==> src/rtl/raster_pkg.sv <==
package raster_pkg;
  parameter int CNT_W = 12;
  parameter int PIX_W = 16;
  parameter int SUB_W = 4;

  typedef logic [CNT_W-1:0] cnt_t;

  typedef struct packed {
    cnt_t sync_end;
    cnt_t blank_end;
    cnt_t blank_start;
    cnt_t total;
  } axis_cfg_t;

  typedef struct packed {
    axis_cfg_t  h;
    axis_cfg_t  v;
    logic [1:0] mult;
  } timing_cfg_t;

  // log2 of the pixel group size; the spare code behaves as the smallest group
  function automatic logic [2:0] grp_shift(input logic [1:0] code);
    case (code)
      2'b01:   grp_shift = 3'd3;
      2'b10:   grp_shift = 3'd4;
      default: grp_shift = 3'd2;
    endcase
  endfunction
endpackage

==> src/rtl/raster_cfg_regs.sv <==
module raster_cfg_regs
  import raster_pkg::*;
#(
  parameter timing_cfg_t RST_CFG = '0
) (
  input  logic        clk,
  input  logic        rst_n,
  input  logic        we,
  input  logic [3:0]  addr,
  input  logic [CNT_W-1:0] wdata,
  input  logic        frame_wrap,
  output timing_cfg_t live
);
  timing_cfg_t shadow;

  always_ff @(posedge clk) begin
    if (!rst_n) begin
      shadow <= RST_CFG;
      live   <= RST_CFG;
    end else begin
      if (frame_wrap) live <= shadow;
      if (we) begin
        case (addr)
          4'd0: shadow.h.sync_end    <= wdata;
          4'd1: shadow.h.blank_end   <= wdata;
          4'd2: shadow.h.blank_start <= wdata;
          4'd3: shadow.h.total       <= wdata;
          4'd4: shadow.v.sync_end    <= wdata;
          4'd5: shadow.v.blank_end   <= wdata;
          4'd6: shadow.v.blank_start <= wdata;
          4'd7: shadow.v.total       <= wdata;
          4'd8: shadow.mult          <= wdata[1:0];
          default: ;
        endcase
      end
    end
  end

  // the working timing only moves at a frame rollover
  a_r9_live_hold: assert property (@(posedge clk) disable iff (!rst_n)
    !$past(frame_wrap) |-> $stable(live));
endmodule

==> src/rtl/raster_counters.sv <==
module raster_counters
  import raster_pkg::*;
(
  input  logic        clk,
  input  logic        rst_n,
  input  timing_cfg_t cfg,
  output logic [SUB_W-1:0] sub,
  output cnt_t        hcnt,
  output cnt_t        vcnt,
  output logic        frame_wrap
);
  logic [SUB_W-1:0] sub_max;
  logic sub_last, h_last, v_last;

  assign sub_max    = SUB_W'((1 << grp_shift(cfg.mult)) - 1);
  assign sub_last   = (sub == sub_max);
  assign h_last     = (hcnt >= cfg.h.total);
  assign v_last     = (vcnt >= cfg.v.total);
  assign frame_wrap = sub_last && h_last && v_last;

  always_ff @(posedge clk) begin
    if (!rst_n) begin
      sub  <= '0;
      hcnt <= '0;
      vcnt <= '0;
    end else if (sub_last) begin
      sub <= '0;
      if (h_last) begin
        hcnt <= '0;
        vcnt <= v_last ? '0 : vcnt + 1'b1;
      end else begin
        hcnt <= hcnt + 1'b1;
      end
    end else begin
      sub <= sub + 1'b1;
    end
  end

  a_r2_sub_bound: assert property (@(posedge clk) disable iff (!rst_n)
    sub <= sub_max);
  a_r2_h_bound: assert property (@(posedge clk) disable iff (!rst_n)
    hcnt <= cfg.h.total);
  a_r3_v_step: assert property (@(posedge clk) disable iff (!rst_n)
    (vcnt != $past(vcnt)) |-> ($past(hcnt) == $past(cfg.h.total) && $past(sub) == $past(sub_max)));
endmodule

==> src/rtl/raster_decode.sv <==
module raster_decode
  import raster_pkg::*;
(
  input  timing_cfg_t      cfg,
  input  logic [SUB_W-1:0] sub,
  input  cnt_t             hcnt,
  input  cnt_t             vcnt,
  output logic             hsync,
  output logic             vsync,
  output logic             blank,
  output logic             de,
  output logic [PIX_W-1:0] pix_x,
  output logic [PIX_W-1:0] pix_y,
  output logic             frame_start
);
  logic h_blank, v_blank;
  logic [PIX_W-1:0] col_grp;

  always_comb begin
    hsync   = (hcnt < cfg.h.sync_end);
    vsync   = (vcnt < cfg.v.sync_end);
    h_blank = (hcnt < cfg.h.blank_end) || (hcnt >= cfg.h.blank_start);
    v_blank = (vcnt < cfg.v.blank_end) || (vcnt >= cfg.v.blank_start);
    blank   = h_blank || v_blank;
    de      = !blank;
    col_grp = PIX_W'(cnt_t'(hcnt - cfg.h.blank_end));
    pix_x   = de ? ((col_grp << grp_shift(cfg.mult)) + PIX_W'(sub)) : '0;
    pix_y   = de ? PIX_W'(cnt_t'(vcnt - cfg.v.blank_end)) : '0;
    frame_start = (sub == '0) && (hcnt == '0) && (vcnt == '0);
  end
endmodule

==> src/rtl/raster_timing_gen.sv <==
module raster_timing_gen
  import raster_pkg::*;
#(
  parameter int RST_H_SYNC_END    = 15,
  parameter int RST_H_BLANK_END   = 35,
  parameter int RST_H_BLANK_START = 195,
  parameter int RST_H_TOTAL       = 215,
  parameter int RST_V_SYNC_END    = 2,
  parameter int RST_V_BLANK_END   = 42,
  parameter int RST_V_BLANK_START = 1066,
  parameter int RST_V_TOTAL       = 1069,
  parameter int RST_MULT          = 1
) (
  input  logic             clk,
  input  logic             rst_n,
  input  logic             cfg_we,
  input  logic [3:0]       cfg_addr,
  input  logic [11:0]      cfg_wdata,
  output logic             hsync,
  output logic             vsync,
  output logic             blank,
  output logic             de,
  output logic [15:0]      pix_x,
  output logic [15:0]      pix_y,
  output logic             frame_start
);
  localparam timing_cfg_t RST_CFG = '{
    h: '{sync_end: cnt_t'(RST_H_SYNC_END), blank_end: cnt_t'(RST_H_BLANK_END),
         blank_start: cnt_t'(RST_H_BLANK_START), total: cnt_t'(RST_H_TOTAL)},
    v: '{sync_end: cnt_t'(RST_V_SYNC_END), blank_end: cnt_t'(RST_V_BLANK_END),
         blank_start: cnt_t'(RST_V_BLANK_START), total: cnt_t'(RST_V_TOTAL)},
    mult: 2'(RST_MULT)
  };

  timing_cfg_t      live;
  logic [SUB_W-1:0] sub;
  cnt_t             hcnt, vcnt;
  logic             frame_wrap;

  raster_cfg_regs #(.RST_CFG(RST_CFG)) u_cfg (
    .clk(clk), .rst_n(rst_n), .we(cfg_we), .addr(cfg_addr), .wdata(cfg_wdata),
    .frame_wrap(frame_wrap), .live(live)
  );

  raster_counters u_cnt (
    .clk(clk), .rst_n(rst_n), .cfg(live), .sub(sub), .hcnt(hcnt), .vcnt(vcnt),
    .frame_wrap(frame_wrap)
  );

  raster_decode u_dec (
    .cfg(live), .sub(sub), .hcnt(hcnt), .vcnt(vcnt), .hsync(hsync), .vsync(vsync),
    .blank(blank), .de(de), .pix_x(pix_x), .pix_y(pix_y), .frame_start(frame_start)
  );

  // the frame marker never lasts two clocks
  a_r7_fs_single: assert property (@(posedge clk) disable iff (!rst_n)
    frame_start |=> !frame_start);
  // within an active run the column steps by one
  a_r6_pix_step: assert property (@(posedge clk) disable iff (!rst_n)
    (de && $past(de) && pix_x != '0) |-> (pix_x == $past(pix_x) + 16'd1));
  // display enable and blank are never both asserted
  a_r5_de_blank: assert property (@(posedge clk) disable iff (!rst_n)
    !(de && blank));
  // reset yields the frame origin on the next clock
  a_r1_reset_origin: assert property (@(posedge clk)
    !rst_n |=> (frame_start && hsync == (RST_H_SYNC_END > 0)));
endmodule

==> config.mk <==
export PLATFORM = sky130hd
export DESIGN_NAME = raster_timing_gen
export DESIGN_NICKNAME = d
export VERILOG_FILES = /design/src/rtl/raster_pkg.sv /design/src/rtl/raster_cfg_regs.sv /design/src/rtl/raster_counters.sv /design/src/rtl/raster_decode.sv /design/src/rtl/raster_timing_gen.sv
export SDC_FILE = /design/constraint.sdc
export NUM_CORES = 1
export LEC_CHECK = 0
export BUFFER_PORTS_ARGS = -buffer_cell sky130_fd_sc_hd__buf_2
export CORE_MARGIN = 2
export CORE_UTILIZATION = 60
export DETAILED_ROUTE_END_ITERATION = 6
export PLACE_DENSITY_LB_ADDON = 0.1
export SLEW_MARGIN = 20
export SYNTH_ARGS = -nofsm -noshare
export SYNTH_HDL_FRONTEND = slang
export SYNTH_HIERARCHICAL = 1
export SYNTH_SLANG_ARGS = --single-unit
==> constraint.sdc <==
create_clock -name clk -period 10.38 [get_ports clk]
set_input_delay 1.557 -clock clk [delete_from_list [all_inputs] [get_ports clk]]
set_output_delay 1.557 -clock clk [all_outputs]
set_load 0.05 [all_outputs]
[Yosys cells after proc, flatten, opt, wreduce, memory -nomap -nowiden]
Cells that the tools add are included.
Storage, ports and cells
  bits in registers: 224
  output and inout bits: 37
Cells by class
  magnitude comparators: 8
  multiplexer cells: 5
  equal/unequal tests: 11
  reduce and logical (&&, ||, !) cells: 23
  shift-type cells: 2
  bitwise gates (word level): 1
  add/subtract/negate cells: 7
Operators with widths (number)
  $ge A12 B12 Y1: 4
  $lt A12 B12 Y1: 4
  $mux W12: 3
  $add A12 B1 Y12 const B: 2
  $logic_not A12 Y1: 2
  $sub A12 B12 Y12: 2
  $reduce_and A2 Y1: 10
  $add A16 B4 Y16: 1
  $eq A4 B3 Y1 const B: 4
  $mux W16: 1
  $shl A12 B3 Y16: 1
  $eq A4 B2 Y1 const B: 2
  $logic_not A4 Y1: 2
  $pmux W3 S2: 1
  $add A4 B1 Y4 const B: 1
  $eq A4 B1 Y1 const B: 1
  $eq A4 B4 Y1: 1
  $eq A4 B4 Y1 const B: 1
  $logic_and A1 B1 Y1: 4
  $shl A1 B3 Y4 const A: 1
  $sub A4 B2 Y4 const B: 1
  $logic_or A1 B1 Y1: 3
  $eq A2 B1 Y1 const B: 1
  $eq A2 B2 Y1 const B: 1
  other kinds (3): 3

[Depth between registers and ports, before layout]
  word-level depth: 7
  depth in mapped cells: 14
  gate-level depth less buffers: 14

[Hierarchy]
The synthesis kept the hierarchy.
By module, submodules not included
  raster_cfg_regs: area an instance 7288.2 µm², cells an instance 690, times used 1
  raster_decode: area an instance 3497.1 µm², cells an instance 500, times used 1
  raster_counters: area an instance 2011.9 µm², cells an instance 233, times used 1

[Worst setup path before layout]
No wires, ideal clock.
  path type: reg-to-output
  start point: reg u_cnt.hcnt[0]
  end point: out pix_x[15]
  stages on the path, launching flop included: 14
  required time: 8.823 ns
  setup slack: 4.592 ns
  data arrival time: 4.231 ns
  cells stage by stage: dfxtp_1 > inv_1 > ha_1 > fa_1 > nand2_1 > o211ai_1 > o31ai_1 > ha_1 > a21oi_1 > or2_2 > nor4_1 > and2_1 > nand4b_1 > o32ai_1
On the way
  longest elaborated chain between the ends: 4
RTL lines
  from (decl): RTL line raster_counters.sv:8  | output cnt_t hcnt,
  from (signal assigned): RTL line raster_counters.sv:32  | hcnt <= hcnt + 1'b1;
  $sub A12 B12 Y12, or another cell as far along: RTL line raster_decode.sv:26  | col_grp = PIX_W'(cnt_t'(hcnt - cfg.h.blank_end));
  $shl A12 B3 Y16 or $logic_or A1 B1 Y1 (tied branches): RTL line raster_decode.sv:27, raster_decode.sv:22
  $add A16 B4 Y16 or $logic_or A1 B1 Y1 (tied branches): RTL line raster_decode.sv:27, raster_decode.sv:24
  $mux W16 *: RTL line raster_decode.sv:27  | pix_x = de ? ((col_grp << grp_shift(cfg.mult)) + PIX_W'(sub)) : '0;
  to (decl): RTL line raster_timing_gen.sv:23  | output logic [15:0] pix_x,
Every way passes the cells marked *; elsewhere a longest branch is shown, timed or not.

[Worst setup path in the final report]
  start point: reg u_cnt.vcnt[0]
  end point: out pix_x[15]
On the way
  longest elaborated chain between the ends: 4
RTL lines
  from (decl): RTL line raster_counters.sv:9  | output cnt_t vcnt,
  from (signal assigned): RTL line raster_counters.sv:30  | vcnt <= v_last ? '0 : vcnt + 1'b1;
  $lt A12 B12 Y1 or $ge A12 B12 Y1 (tied branches): RTL line raster_decode.sv:23  | v_blank = (vcnt < cfg.v.blank_end) || (vcnt >= cfg.v.blank_start);
  $logic_or A1 B1 Y1 *: RTL line raster_decode.sv:23
  $logic_or A1 B1 Y1 *: RTL line raster_decode.sv:24  | blank = h_blank || v_blank;
  $mux W16 *: RTL line raster_decode.sv:27
Marked as above.

==> metrics.md <==
| Metric | Value |
|---|---|
| Via density | `5.88` |
| Die width | `150 µm` |
| Fmax | `157 MHz` |
| MaxCap Viol Count | `0` |
| CP Data Required Time | `8.82 ns` |
| Routed WL per cell | `18.5 µm` |
| Num CTS Buffers | `24` |
| Sum of negative setup slack | `0 ns` |
| # DRC | `0` |
| Initial core utilization | `61.1%` |
| Max Slew Vio Count | `0` |
| Vias | `10,209` |
| CTS clk-pin slew, worst paths | `0.06 ns` |
| CP Launch Type | `register` |
| Finished Cell Area | `14,000 µm²` |
| Post-CTS Resized | `0` |
| Syn-to-layout area delta | `9.10%` |
| CP max-delay cell | `a221oi_1` |
| Clock tree buffer depth | `3` |
| First-pass GRT wire length | `50,800 µm` |
| CP Class | `reg2out` |
| Reg area | `4480 µm²` |
| IO Pins | `56` |
| Worst hold path type | `reg2reg` |
| Initial drt markers | `583` |
| Largest net degree at the start of global routing | `87` |
| RSZ-0062 raised after global routing | `no` |
| Placer Congestion | `0.911` |
| Post-CTS Hold Buffers | `0` |
| DR pass1 iterations | `6` |
| Cell variety after synth | `96` |
| HP Start | `u_cfg/shadow[34]` |
| Power per Cell Area | `135 nW/µm²` |
| CP max FO | `26` |
| Crit-path cells | `inv_1 > ha_1 > inv_1 > fa_1 > a21o_1 > a21oi_1 > o21ai_0 > o41ai_1 > a221oi_1 > nand2_1 > o32ai_1 > buf_2` |
| Finish-stage setup viols | `0` |
| CP top delay family | `compound AO/OA/AOI/OAI gates` |
| Post-Syn Area per Cell | `8.99 µm²` |
| Post-synth top flop | `dfxtp_1` |
| Root Driver | `clkbuf_16` |
| R2r startpoint | `u_cfg/live[0]` |
| H-tree levels | `1` |
| Syn. warnings | `6` |
| Detail Placement HPWL | `23,300 µm` |
| Seq/Total Area, Yosys | `35.0%` |
| Grt total ovfl | `0` |
| Tcrit/Tclk final | `61.4%` |
| Worst vdd ir | `0.140 mV` |
| Buf/Inv on CP | `3` |
| Crit path largest cell delay | `0.86 ns` |
| Share of cells above drive strength 1 | `9.37%` |
| WP data arrival | `4.82 ns` |
| Status | `completed` |
| Num rows | `53` |
| P_leak | `6.15 nW` |
| Core outline area | `21,000 µm²` |
| Mapped Area | `12,800 µm²` |
| Routed wire length | `32,200 µm` |
| Min cycle time layout | `6.37 ns` |
| Port buffer count | `51` |
| Clk sink count | `224` |
| Tot GR Track Use | `28.6%` |
| Synthesized flop and latch total | `224` |
| CP Capture Type | `primary output` |
| CTS tree | `yes` |
| Die footprint | `22,500 µm²` |
| Initial antenna violation count | `0` |
| Die Y | `150 µm` |
| # Post-CTS Setup Buffers | `0` |
| Nets | `1,571` |
| Area after DPL | `13,100 µm²` |
| Worst-margin pin slew | `0.955 ns` |
| Async SR Flop Fraction | `0%` |
| Most used cell along the critical path | `inv_1` |
| Fillers | `1,763` |
| Synthesized netlist cell count | `1,423` |
| Relative slew slack | `36.3%` |
| Area of the multi-input gates | `7610 µm²` |
| Post-DRT Antenna Nets | `0` |
| Crit path from | `u_cnt/vcnt[0]` |
| Worst-Skew Late Latency | `0.51 ns` |
| Hold Violations, Final | `0` |
| Ant. Diodes | `0` |
| EDFF count, synth | `0` |
| Number of global-route vias before repair | `9,591` |
| Final Skew | `0.00884 ns` |
==> path summary, 6_finish.rpt <==
| check | end | slack (ns) | cells past startpoint |
|---|---|---|---|
| worst min-delay path | u_cfg/shadow[34] | 0.46 | 2 |
| worst max-delay path | pix_x[15] | 4.01 | 12 |
| worst min register to register | u_cfg/shadow[34] | 0.46 | 2 |
| worst max register to register | u_cfg/live[74] | 5.99 | 10 |
==> state kept, by name, summed over array words and instances (netlist names) <==
signal / count
u_cnt/hcnt: 12
u_cnt/vcnt: 12
u_cfg/live: 98
u_cfg/shadow: 98
u_cnt/sub: 4
==> synthesized netlist by cell type (all sizes together), types with 4 or more instances <==
cell	number	share of area (%)
dfxtp	224	35
mux2i	177	14
nand2	154	4.6
inv	108	3.2
ha	103	10
nor2b	98	4.8
nor2	62	1.9
o21ai	53	2.1
nand3	49	1.9
a21oi	45	1.8
buf	36	1.7
clkbuf	29	0.86
a21o	22	1.3
nand2b	20	1.0
xnor2	19	1.3
and3	17	0.86
nor3	16	0.71
xor2	16	1.1
o211ai	13	0.87
nand4	12	0.70
a211oi	11	0.65
nor4	11	0.59
or3	9	0.48
a31oi	7	0.34
o31ai	7	0.45
or2	7	0.38
and2	6	0.31
a22o	5	0.34
o21a	5	0.35
a211o	4	0.34
nand3b	4	0.23
nand4b	4	0.27
o211a	4	0.37
o21bai	4	0.23
o311a	4	0.40
==> through the flow <==
stage / setup WS [ns] / power (mW) / cells / hold slack [ns] / util [%]
after CTS: 4.12 / 1.89 / 1737 / 0.461 / 66.6
after global routing: 3.69 / 1.94 / 1737 / 0.477 / 66.6
after detailed placement: 4.66 / 1.01 / 1695 / 0.453 / 62.7
final: 4.01 / 1.88 / 1737 / 0.460 / 66.6
after global placement: 4.94 / 1.01 / 1695 / 0.443 / 62.7
after floorplan: 4.59 / 0.980 / 1429 / 0.434 / -
==> where the power goes <==
group	internal [mW]	switching (mW)	total (mW)	leakage, nW
Sequential	0.868	0.0105	0.878	1.81
Combinational	0.0391	0.0799	0.119	3.94
Clock	0.541	0.343	0.884	0.403
==> worst min-delay path, stage by stage, from the launching register on <==
cell and delay, ns:
dfxtp_1 0.31, nand2_1 0.05, mux2i_1 0.05
==> cells in the final DEF (no fill, tap or decap), types with 6 or more instances in the layout <==
master / netlist / final
dfxtp_1: 224 / 224
mux2i_1: 177 / 177
nand2_1: 149 / 149
inv_1: 108 / 108
ha_1: 103 / 103
nor2b_1: 98 / 98
nor2_1: 61 / 60
buf_2: 23 / 50
nand3_1: 49 / 49
o21ai_0: 47 / 47
a21oi_1: 44 / 44
clkbuf_16: 0 / 25
a21o_1: 22 / 22
nand2b_1: 19 / 19
xnor2_1: 19 / 19
xor2_1: 16 / 16
nor3_1: 15 / 15
and3_1: 14 / 14
o211ai_1: 12 / 12
nand4_1: 11 / 11
a211oi_1: 11 / 11
nor4_1: 10 / 10
or3_1: 8 / 8
a31oi_1: 7 / 7
conb_1: 1 / 7
o21ai_1: 6 / 6
o31ai_1: 6 / 6
==> cells by family after synthesis <==
group	Yosys count	share of synthesized area, %
compound gates	225	12.6
buf+inv	173	5.75
fa+ha+maj	106	10.5
other cells	1	0.0293
xor+xnor	35	2.40
mux	178	13.9
simple gates	481	19.7
flops	224	35.0
==> layer usage <==
metal  wire [µm]  GRT usage [%]  part of all wire (%)
met4         872           8.16                   2.7
met3        1550           3.63                   4.8
met1       15200           40.1                    47
met5           0              0                     0
met2       14600           46.2                    45
==> cell type report <==
cell class	count	share of cell area [%]
multi-input cells	1032	54.5
flip-flops and latches	224	32.1
clock buffers	32	4.96
inverters	108	2.90
well taps	275	2.46
repair buffers	56	2.14
clock inverters	10	0.932
Note: power is estimated with default switching activity, not from simulation.
